--- src/rtl/tr_pkg.sv ---
package tr_pkg;
  typedef struct packed {
    logic go;
    logic ok;
    logic pass;
  } cell_out_t;
endpackage

--- src/rtl/tr_token_ring.sv ---
module tr_token_ring #(
  parameter int unsigned NUM_CELLS = 4
) (
  input  logic                 clk,
  input  logic                 rst,
  output logic [NUM_CELLS-1:0] token
);
  logic [NUM_CELLS-1:0] tok_q;

  generate
    for (genvar i = 0; i < NUM_CELLS; i++) begin : g_slot
      localparam int unsigned UPSTREAM = (i + NUM_CELLS - 1) % NUM_CELLS;
      always_ff @(posedge clk) begin
        if (rst) tok_q[i] <= (i == 0);
        else     tok_q[i] <= tok_q[UPSTREAM];
      end
    end
  endgenerate

  assign token = tok_q;

  // exactly one cell holds the token at all times after reset
  a_r6_token_single: assert property (@(posedge clk) disable iff (rst)
    $countones(token) == 1);

  // the token sits at cell 0 right after reset
  a_r1_token_home: assert property (@(posedge clk) disable iff (rst)
    $fell(rst) |-> token[0]);
endmodule

--- src/rtl/tr_cell.sv ---
module tr_cell
  import tr_pkg::*;
(
  input  logic      req,
  input  logic      try_in,
  input  logic      tok_in,
  output cell_out_t o
);
  always_comb begin
    o.go   = try_in | tok_in;
    o.ok   = o.go & req;
    o.pass = o.go & ~req;
  end
endmodule

--- src/rtl/tr_scan_chain.sv ---
module tr_scan_chain
  import tr_pkg::*;
#(
  parameter int unsigned NUM_CELLS = 4
) (
  input  logic [NUM_CELLS-1:0] req,
  input  logic [NUM_CELLS-1:0] token,
  output logic [NUM_CELLS-1:0] grant
);
  localparam int unsigned CHAIN_LEN = 2 * NUM_CELLS;

  cell_out_t stage [CHAIN_LEN];

  generate
    for (genvar j = 0; j < CHAIN_LEN; j++) begin : g_stage
      localparam int unsigned IDX = j % NUM_CELLS;
      logic try_w;
      logic tok_w;
      if (j == 0) begin : g_head
        assign try_w = 1'b0;
      end else begin : g_link
        assign try_w = stage[j-1].pass;
      end
      if (j < NUM_CELLS) begin : g_first
        assign tok_w = token[IDX];
      end else begin : g_second
        assign tok_w = 1'b0;
      end
      tr_cell u_cell (
        .req    (req[IDX]),
        .try_in (try_w),
        .tok_in (tok_w),
        .o      (stage[j])
      );
    end
    for (genvar i = 0; i < NUM_CELLS; i++) begin : g_merge
      assign grant[i] = stage[i].ok | stage[i+NUM_CELLS].ok;
    end
  endgenerate
endmodule

--- src/rtl/token_ring_arbiter.sv ---
module token_ring_arbiter #(
  parameter int unsigned NUM_CELLS = 4
) (
  input  logic                 clk,
  input  logic                 rst,
  input  logic [NUM_CELLS-1:0] req,
  output logic [NUM_CELLS-1:0] grant
);
  localparam int unsigned WAIT_W = $clog2(NUM_CELLS + 1);

  logic [NUM_CELLS-1:0] token;
  logic [NUM_CELLS-1:0] grant_c;

  tr_token_ring #(.NUM_CELLS(NUM_CELLS)) u_token (
    .clk   (clk),
    .rst   (rst),
    .token (token)
  );

  tr_scan_chain #(.NUM_CELLS(NUM_CELLS)) u_scan (
    .req   (req),
    .token (token),
    .grant (grant_c)
  );

  always_ff @(posedge clk) begin
    if (rst) grant <= '0;
    else     grant <= grant_c;
  end

  // grant output at most one-hot
  a_r2_onehot: assert property (@(posedge clk) disable iff (rst)
    $onehot0(grant));

  // no request yields no grant
  a_r3_idle: assert property (@(posedge clk) disable iff (rst)
    (req == '0) |=> (grant == '0));

  // a requesting token holder wins
  a_r4_holder: assert property (@(posedge clk) disable iff (rst)
    ((req & token) != '0) |=> (grant == $past(token)));

  // any grant goes to a cell that was requesting
  a_r5_granted_requested: assert property (@(posedge clk) disable iff (rst)
    (grant != '0) |-> ((grant & $past(req)) != '0));

  // bounded wait for a steady requester, tracked with counters
  generate
    for (genvar i = 0; i < NUM_CELLS; i++) begin : g_wait
      logic [WAIT_W-1:0] wait_q;
      always_ff @(posedge clk) begin
        if (rst || !req[i] || grant_c[i]) wait_q <= '0;
        else                              wait_q <= wait_q + 1'b1;
      end
      a_r8_no_starve: assert property (@(posedge clk) disable iff (rst)
        wait_q < WAIT_W'(NUM_CELLS));
    end
  endgenerate
endmodule

--- config.mk ---
export PLATFORM = sky130hd
export DESIGN_NAME = token_ring_arbiter
export DESIGN_NICKNAME = d
export VERILOG_FILES = /design/src/rtl/tr_pkg.sv /design/src/rtl/tr_token_ring.sv /design/src/rtl/tr_cell.sv /design/src/rtl/tr_scan_chain.sv /design/src/rtl/token_ring_arbiter.sv
export SDC_FILE = /design/constraint.sdc
export NUM_CORES = 1
export LEC_CHECK = 0
export BUFFER_PORTS_ARGS = -buffer_cell sky130_fd_sc_hd__buf_2
export CORE_AREA = 5 5 42 44
export CTS_CLUSTER_SIZE = 20
export DETAILED_ROUTE_END_ITERATION = 16
export DIE_AREA = 0 0 47 49
export RECOVER_POWER = 25
export SLEW_MARGIN = 30
export SYNTH_ARGS = -nofsm -noshare
export SYNTH_HDL_FRONTEND = slang
export SYNTH_SLANG_ARGS = --single-unit
--- constraint.sdc ---
create_clock -name clk -period 0.9 [get_ports clk]
set_input_delay 0.135 -clock clk [delete_from_list [all_inputs] [get_ports clk]]
set_output_delay 0.135 -clock clk [all_outputs]
set_load 0.05 [all_outputs]
Word-level counts from Yosys, hierarchy flattened
Index checks and enable logic that the tools add are counted.
{ "op_classes": {"bitwise_logic": 26} }
{ "op_table": {"columns": ["op", "n"], "rows": [
  ["$and 1x1->1", 15],
  ["$or 1x1->1", 7],
  ["$not 1->1", 4]
]} }
{ "word_totals": {"reg_bits": 8, "inputBits": 6, "out_inout_bits": 4} }

Logic depth before layout (Yosys ltp)
Gate-level depths: netlist of the first run.
{ "depth": {"ltp_word": 13, "mapped_depth": 3, "ltp_nobuf": 3} }

Modules after synthesis
Synthesis of the first run repeated with hierarchy kept, for this count alone.
{ "hier_totals": {"hier_cells": 45, "area_unflattened_um2": 429.2} }
{ "by_module_without_submodules": {"columns": ["mod", "instances", "cells_per_inst", "area_each_um2", "seq_area_each_um2"], "rows": [
  ["tr_cell", 8, 3, 23.8, 0.0],
  ["token_ring_arbiter", 1, 8, 105.1, 80.1],
  ["tr_token_ring", 1, 8, 105.1, 80.1],
  ["tr_scan_chain", 1, 5, 28.8, 0.0]
]} }

Worst setup path after synthesis of the first run
OpenSTA, ideal clock, no wires.
{ "synth_path": {"kind": "flip-flop to flip-flop", "startpoint": "register u_token.tok_q[1] (netlist: u_token.token[1])", "endpoint": "register grant[2]", "setup_time_ps": 127, "arrival_time_ps": 669, "t_required_ps": 773, "setup_slack_ps": 104, "path_stages_with_launch": 3, "n_path_buf": 0, "cell_sequence": "dfxtp_1 > a221oi_2 > a21oi_1"} }
{ "synth_via": {"elab_chain_cells": 10, "elab_cells_between_ends": 11} }
{ "synth_lines": {"columns": ["element", "line", "rtl"], "rows": [
  ["start: declaration", "tr_token_ring.sv:8", "logic [NUM_CELLS-1:0] tok_q;"],
  ["start signal: indexed assignment", "tr_token_ring.sv:14", "if (rst) tok_q[i] <= (i == 0);"],
  ["start signal: indexed assignment", "tr_token_ring.sv:15", "else tok_q[i] <= tok_q[UPSTREAM];"],
  ["$or 1x1->1 (*)", "tr_cell.sv:10", "o.go = try_in | tok_in;"],
  ["$and 1x1->1 (*)", "tr_cell.sv:12", "o.pass = o.go & ~req;"],
  ["$or 1x1->1 (*)", "tr_cell.sv:10", null],
  ["$and 1x1->1", "tr_cell.sv:12", null],
  ["$or 1x1->1", "tr_cell.sv:10", null],
  ["$and 1x1->1 (3 in series)", "tr_cell.sv:12", null],
  ["$and 1x1->1", "tr_cell.sv:11", "o.ok = o.go & req;"],
  ["$or 1x1->1 (*)", "tr_scan_chain.sv:37", "assign grant[i] = stage[i].ok | stage[i+NUM_CELLS].ok;"],
  ["end signal: assignment", "token_ring_arbiter.sv:28", "else grant <= grant_c;"],
  ["end: declaration", "token_ring_arbiter.sv:7", "output logic [NUM_CELLS-1:0] grant"]
]} }
Mark *: on every way between the ends. The rest lies on a longest branch, timed or not.
A chain may end at the register's enable or synchronous reset.

Final worst setup path of the first run
{ "layout_path": {"startpoint": "register grant[3]", "endpoint": "output grant[3]"} }
No word-level cell between the ends.

==> summary.md, run 1 <==
| Metric | Value |
|---|---|
| Status | `complete, no violations` |
| Worst hold endpoint | `grant[1]$_SDFF_PP0_` |
| Hold Vio Cnt, Final | `0` |
| Reg2Reg Depth | `2` |
| CP arrival | `730 ps` |
| Worst endpoint required time | `760 ps` |
| Total power | `0.000763 W` |
| Hold Path Depth | `2` |
| Worst reg2reg setup slack | `60 ps` |
| Synthesized area per cell | `10.6 sq um` |
| Worst Path Buf+Inv | `1` |
| Setup-failing EPs final | `0` |
| Simple-Gate Fraction of Synth Area | `0.265` |
| Die area | `2300 sq um` |
| DRC | `0` |
| CTS max path bufs | `2` |
| Post-Layout Cell Count | `58` |
| Area grow syn2layout | `42.4%` |
| Hold-fix buffer count after cts | `0` |
| Max Cap Violations | `0` |
| DR vias | `255` |
| Max stage delay on crit path | `300 ps` |
| Share of layout cells above drive strength 1 | `0.429` |
| CTS buffer count | `3` |
| Critical path cell sequence | `buf_4` |
| Reg2reg start | `u_token.token[0]$_SDFF_PP1_` |
| Clock sink count | `8` |
| GPL Wtd Cong | `0.645` |
| Synth cell types | `10` |
| Mapped Cells | `29` |
| Synth Warn # | `0` |
| Die W | `47 um` |
| HP Start | `req[0]` |
| Pin count of the biggest net entering global routing | `11` |
| ANT cells | `0` |
| Worst supply voltage drop on vdd | `0.659 mV` |
| Root buf cell | `clkbuf_4` |
| Lkg Pwr | `0.183 nW` |
| Post-synthesis sequential area ratio | `0.522` |
| Crit-path max FO | `1` |
| Grt total ovfl | `0` |
| Synthesis-stage register bit count | `8` |
| Largest family of logic cells by synthesized area | `simple AND/OR/NAND/NOR gates` |
| CP max stage cell | `dfxtp_1` |
| Synth Cell Area | `307 sq um` |
| Starting DRT DRC Count | `1` |
| TritonCTS clock tree | `yes` |
| Fill cell count | `155` |
| Area fraction in compound gates after synthesis | `0.188` |
| Sequential cell area | `163 sq um` |
| Boundary pin count | `10` |
| CP Launch Type | `register` |
| CP top delay family | `flip-flops` |
| Most frequent cells in the layout | `dfxtp_1 (6), buf_2 (5), nand3b_1 (4)` |
| WL/cell | `9.90 um` |
| # rows | `14` |
| CP Class | `reg2out` |
| Post-synthesis adder-cell area fraction | `0` |
| Max-slew violation count | `0` |
| Number of placed instances, taps included | `55` |
| Final antenna-violating net count | `0` |
| Worst setup EP type | `output pin` |
| Min Clock Period, post-route | `869 ps` |
| Post-Syn Nets | `35` |
| Die height | `49 um` |
| Later-pin clock latency in the skew report | `250 ps` |
| Synth Area in XOR/XNOR | `0` |
| IO buf count | `9` |
| Nets | `50` |
| Number of global-route vias before repair | `231` |
| Worst hold-check path type | `in2reg` |
| Tcrit/Tclk final | `0.965` |
| Worst R2R End | `grant[3]$_SDFF_PP0_` |
| Setup Total Neg Slack | `0 ps` |
| Multi-input logic area | `150 sq um` |
| Worst slew margin | `0.814` |
| Via density per instance | `4.40` |
| Pwr Density | `1750 nW/um^2` |
| Fmax achieved | `1150 MHz` |
| Post-DP HPWL | `458 um` |
| H-tree depth | `1` |
| Clock skew | `2.36 ps` |
| Pre-antenna DRT Iters | `3` |
| WL final | `574 um` |
| Multiplexer share of the synthesized area | `0` |
| Initial core utilization | `0.219` |
| GRT Overall Usage | `0.0600` |
| Worst slew pin tran | `276 ps` |
| Most common cell after layout, fill and taps aside | `dfxtp_1` |
| Core area | `1400 sq um` |
| Crit path launch | `grant[3]$_SDFF_PP0_` |
| Antenna violations before repair | `0` |
| First-pass GRT wire length | `890 um` |
| Clock-pin slew on the worst setup and hold paths | `50 ps` |
-- cells by family after synthesis --
| kind of cell | count (synthesis) |
|---|---|
| AND/OR/NAND/NOR | 13 |
| buffers and inverters | 2 |
| AO/OA/AOI/OAI | 6 |
| flip-flops | 8 |
-- power breakdown --
part	internal (W)	total (W)	leakage, nW	switching (W)
sequential	0.000373	0.000387	0.0668	0.0000133
clock	0.000152	0.000259	0.0138	0.000107
combinational	0.0000510	0.000117	0.103	0.0000663
-- worst max path at each step --
stage	to	cells past startpoint
after CTS	grant[0]$_SDFF_PP0_	2
after global routing	grant[3]$_SDFF_PP0_	2
after global placement	grant[0]$_SDFF_PP0_	2
final	grant[3]	1
after detailed placement	grant[0]$_SDFF_PP0_	2
after floorplan	grant[2]$_SDFF_PP0_	2
-- synthesized netlist by cell type --
master,n,area share
o41ai_1,2,0.057
or2_2,1,0.020
inv_1,2,0.024
dfxtp_1,8,0.52
a21oi_1,2,0.033
nor2b_1,3,0.061
nand3b_1,4,0.098
or2b_1,2,0.049
nor2_1,3,0.037
a221oi_2,2,0.098
-- stage by stage --
step	util	area (sq um)	setup slack, ps	hold WS (ps)
6_report	0.312	437	31.4	126
5_1_grt	0.312	437	-27.1	121
4_1_cts	0.294	412	8.83	119
3_5_place_dp	0.271	379	15.3	382
3_3_place_gp	0.271	379	8.44	385
2_1_floorplan	-	307	104	207
-- per-layer routing --
metal  part of all wire  global-route usage  vias up
met5                  0                   0        -
met2               0.46              0.0792       10
li1                   -                   -      129
met4                  0              0.0138        0
met1               0.40              0.0576      116
met3               0.13              0.0775        0
-- area by class of cell --
cell class,count,area share
clock buffers,3,0.0516
repair buffers,10,0.169
multi-input cells,19,0.344
flip-flops and latches,8,0.372
well taps,16,0.0458
inverters,2,0.0172
-- state kept, by name, indices dropped and copies added, names as in the netlist --
register	flops
grant	4
u_token.token	4
-- repair_timing --
item	CTS	global route
endpoints found under the setup margin	4	5
pin swaps	0	2
setup buffers	0	0
resized for setup	4	6
No activity file was read; power rests on OpenSTA's default activity.
==> inputs of run 2 (changes only) <==
==> constraint.sdc (replaced) <==
create_clock -name clk -period 0.8 [get_ports clk]
set_input_delay 0.12 -clock clk [delete_from_list [all_inputs] [get_ports clk]]
set_output_delay 0.12 -clock clk [all_outputs]
set_load 0.05 [all_outputs]
==> run 2 against run 1 <==
Routed wire length increased by 22%. Sequential power increased by 13%. Setup slack got worse by 92 ps. Via count increased by 3.9%. Clock power increased by 14%. The flow now finishes with violations (setup timing). Hold slack got worse by 31 ps. Power increased by 16%. Clock skew increased by 5.6 ps. Die area unchanged. Non-clock buffer count increased by 3. Critical path depth increased by 1.
==> summary.md, run 2 (synthesized netlist as in run 1, its figures left out) <==
| Metric | Value |
|---|---|
| Status | `finished with violations` |
| Violated checks | `setup timing` |
| WL met2 | `362 um` |
| Area post-placement | `402 sq um` |
| GRT Overall Usage | `0.0677` |
| ANT cells | `0` |
| Later-pin clock latency in the skew report | `250 ps` |
| GPL Wtd Cong | `0.699` |
| Grt total ovfl | `0` |
| CP max stage cell | `dfxtp_2` |
| Max Cap Violations | `0` |
| Pre-antenna DRT Iters | `2` |
| Boundary pin count | `10` |
| Worst endpoint required time | `930 ps` |
| Max stage delay on crit path | `340 ps` |
| Worst hold-check path type | `in2reg` |
| First-pass GRT wire length | `1040 um` |
| Setup Total Neg Slack | `-316 ps` |
| Share of layout cells above drive strength 1 | `0.600` |
| Clock skew | `7.94 ps` |
| Clock sink count | `8` |
| H-tree depth | `1` |
| Die W | `47 um` |
| WL/cell | `11.5 um` |
| Antenna violations before repair | `0` |
| WL final | `699 um` |
| Post-CTS setup buffers | `0` |
| # rows | `14` |
| Sequential cell area | `171 sq um` |
| Hold Vio Cnt, Final | `0` |
| Crit-path max FO | `3` |
| Fmax achieved | `1160 MHz` |
| Max-slew violation count | `0` |
| Setup-failing EPs final | `8` |
| TritonCTS clock tree | `yes` |
| Worst slew pin tran | `263 ps` |
| Fill cell count | `154` |
| CP Launch Type | `register` |
| Number of placed instances, taps included | `58` |
| Nets | `53` |
| Initial core utilization | `0.219` |
| Most frequent cells in the layout | `dfxtp_2 (6), buf_2 (5), nand3b_1 (4), buf_6 (4), buf_4 (4)` |
| Die area | `2300 sq um` |
| Final antenna-violating net count | `0` |
| Worst setup EP type | `register` |
| Die height | `49 um` |
| Area grow syn2layout | `60.0%` |
| Most common cell after layout, fill and taps aside | `dfxtp_2` |
| Number of global-route vias before repair | `263` |
| Core area | `1400 sq um` |
| Starting DRT DRC Count | `3` |
| Multi-input logic area | `169 sq um` |
| CTS max path bufs | `2` |
| Tcrit/Tclk final | `1.08` |
| Root buf cell | `clkbuf_4` |
| Pwr Density | `1810 nW/um^2` |
| Lkg Pwr | `0.209 nW` |
| Critical path cell sequence | `a221oi_4 > a21oi_1` |
| DR vias | `265` |
| IO buf count | `9` |
| Design area | `490 sq um` |
| Worst Slack Setup Final | `-60.7 ps` |
| Worst supply voltage drop on vdd | `1.01 mV` |
| Via density per instance | `4.34` |
| Pin count of the biggest net entering global routing | `11` |
| Min Clock Period, post-route | `861 ps` |
| Worst slew margin | `0.822` |
| Clock-pin slew on the worst setup and hold paths | `50 ps` |
| Post-Layout Cell Count | `61` |
| CP Class | `reg2reg` |
| RSZ-0062 raised after global routing | `true` |
| Metal1 wirelength | `279 um` |
| CP arrival | `990 ps` |
| DRC | `0` |
| CTS buffer count | `3` |
| Met3 Wirelength | `57 um` |
| Top layer in use | `met3` |
| Hold-fix buffer count after cts | `0` |
[run 2: cell types whose count changed in the layout (fill, tap and decap cells not counted), sizes merged]
cell / delta
buf: +3
[run 2: metrics by stage]
step | util | setup slack, ps | hold WS [ps] | power, W
floorplan | - | 4.27 | 192 | 0.000511
global placement | 0.287 | -72.7 | 366 | 0.000566
detailed placement | 0.287 | -70.9 | 365 | 0.000565
CTS | 0.330 | -46.6 | 90.5 | 0.000884
global route | 0.350 | -90.5 | 97.1 | 0.000937
finish | 0.350 | -60.7 | 95.1 | 0.000889
[run 2: worst max-delay path: cells and delay by family (launching register included)]
| family | cells | cell delay, ps |
|---|---|---|
| compound gates | 2 | 420 |
| flops | 1 | 340 |
[run 2: path summary, 6_finish.rpt]
kind | from | end | slack, ps | depth (start not counted)
worst max register to register | u_token.token[3]$_SDFF_PP0_ | grant[0]$_SDFF_PP0_ | -60 | 2
worst max-delay path | u_token.token[3]$_SDFF_PP0_ | grant[0]$_SDFF_PP0_ | -60 | 2
worst min register to register | u_token.token[3]$_SDFF_PP0_ | u_token.token[0]$_SDFF_PP1_ | 500 | 1
worst min-delay path | req[0] | grant[1]$_SDFF_PP0_ | 100 | 2
[run 2: area by class of cell]
| cell class | count | share of cell area |
|---|---|---|
| Multi-Input combinational cell | 19 | 0.344 |
| Sequential cell | 8 | 0.349 |
| Tap cell | 16 | 0.0408 |
| Timing Repair Buffer | 13 | 0.204 |
| Clock buffer | 3 | 0.0459 |
| Inverter | 2 | 0.0153 |
[run 2: metal layers]
layer / vias to the layer above / global-route usage
met1: 122 / 0.0642
met3: 0 / 0.0812
met5: - / 0
met2: 7 / 0.0950
li1: 136 / -
met4: 0 / 0.0138
[run 2: where the power goes]
group          internal, W  total (W)  switching [W]
sequential        0.000421   0.000439      0.0000180
combinational    0.0000712   0.000155      0.0000833
clock             0.000171   0.000295       0.000124
total             0.000663   0.000889       0.000226
[run 2: repair_timing]
action	CTS	global route
gates resized for setup	14	5
gates cloned	0	0
setup endpoints to repair	8	8
pin swaps	3	2
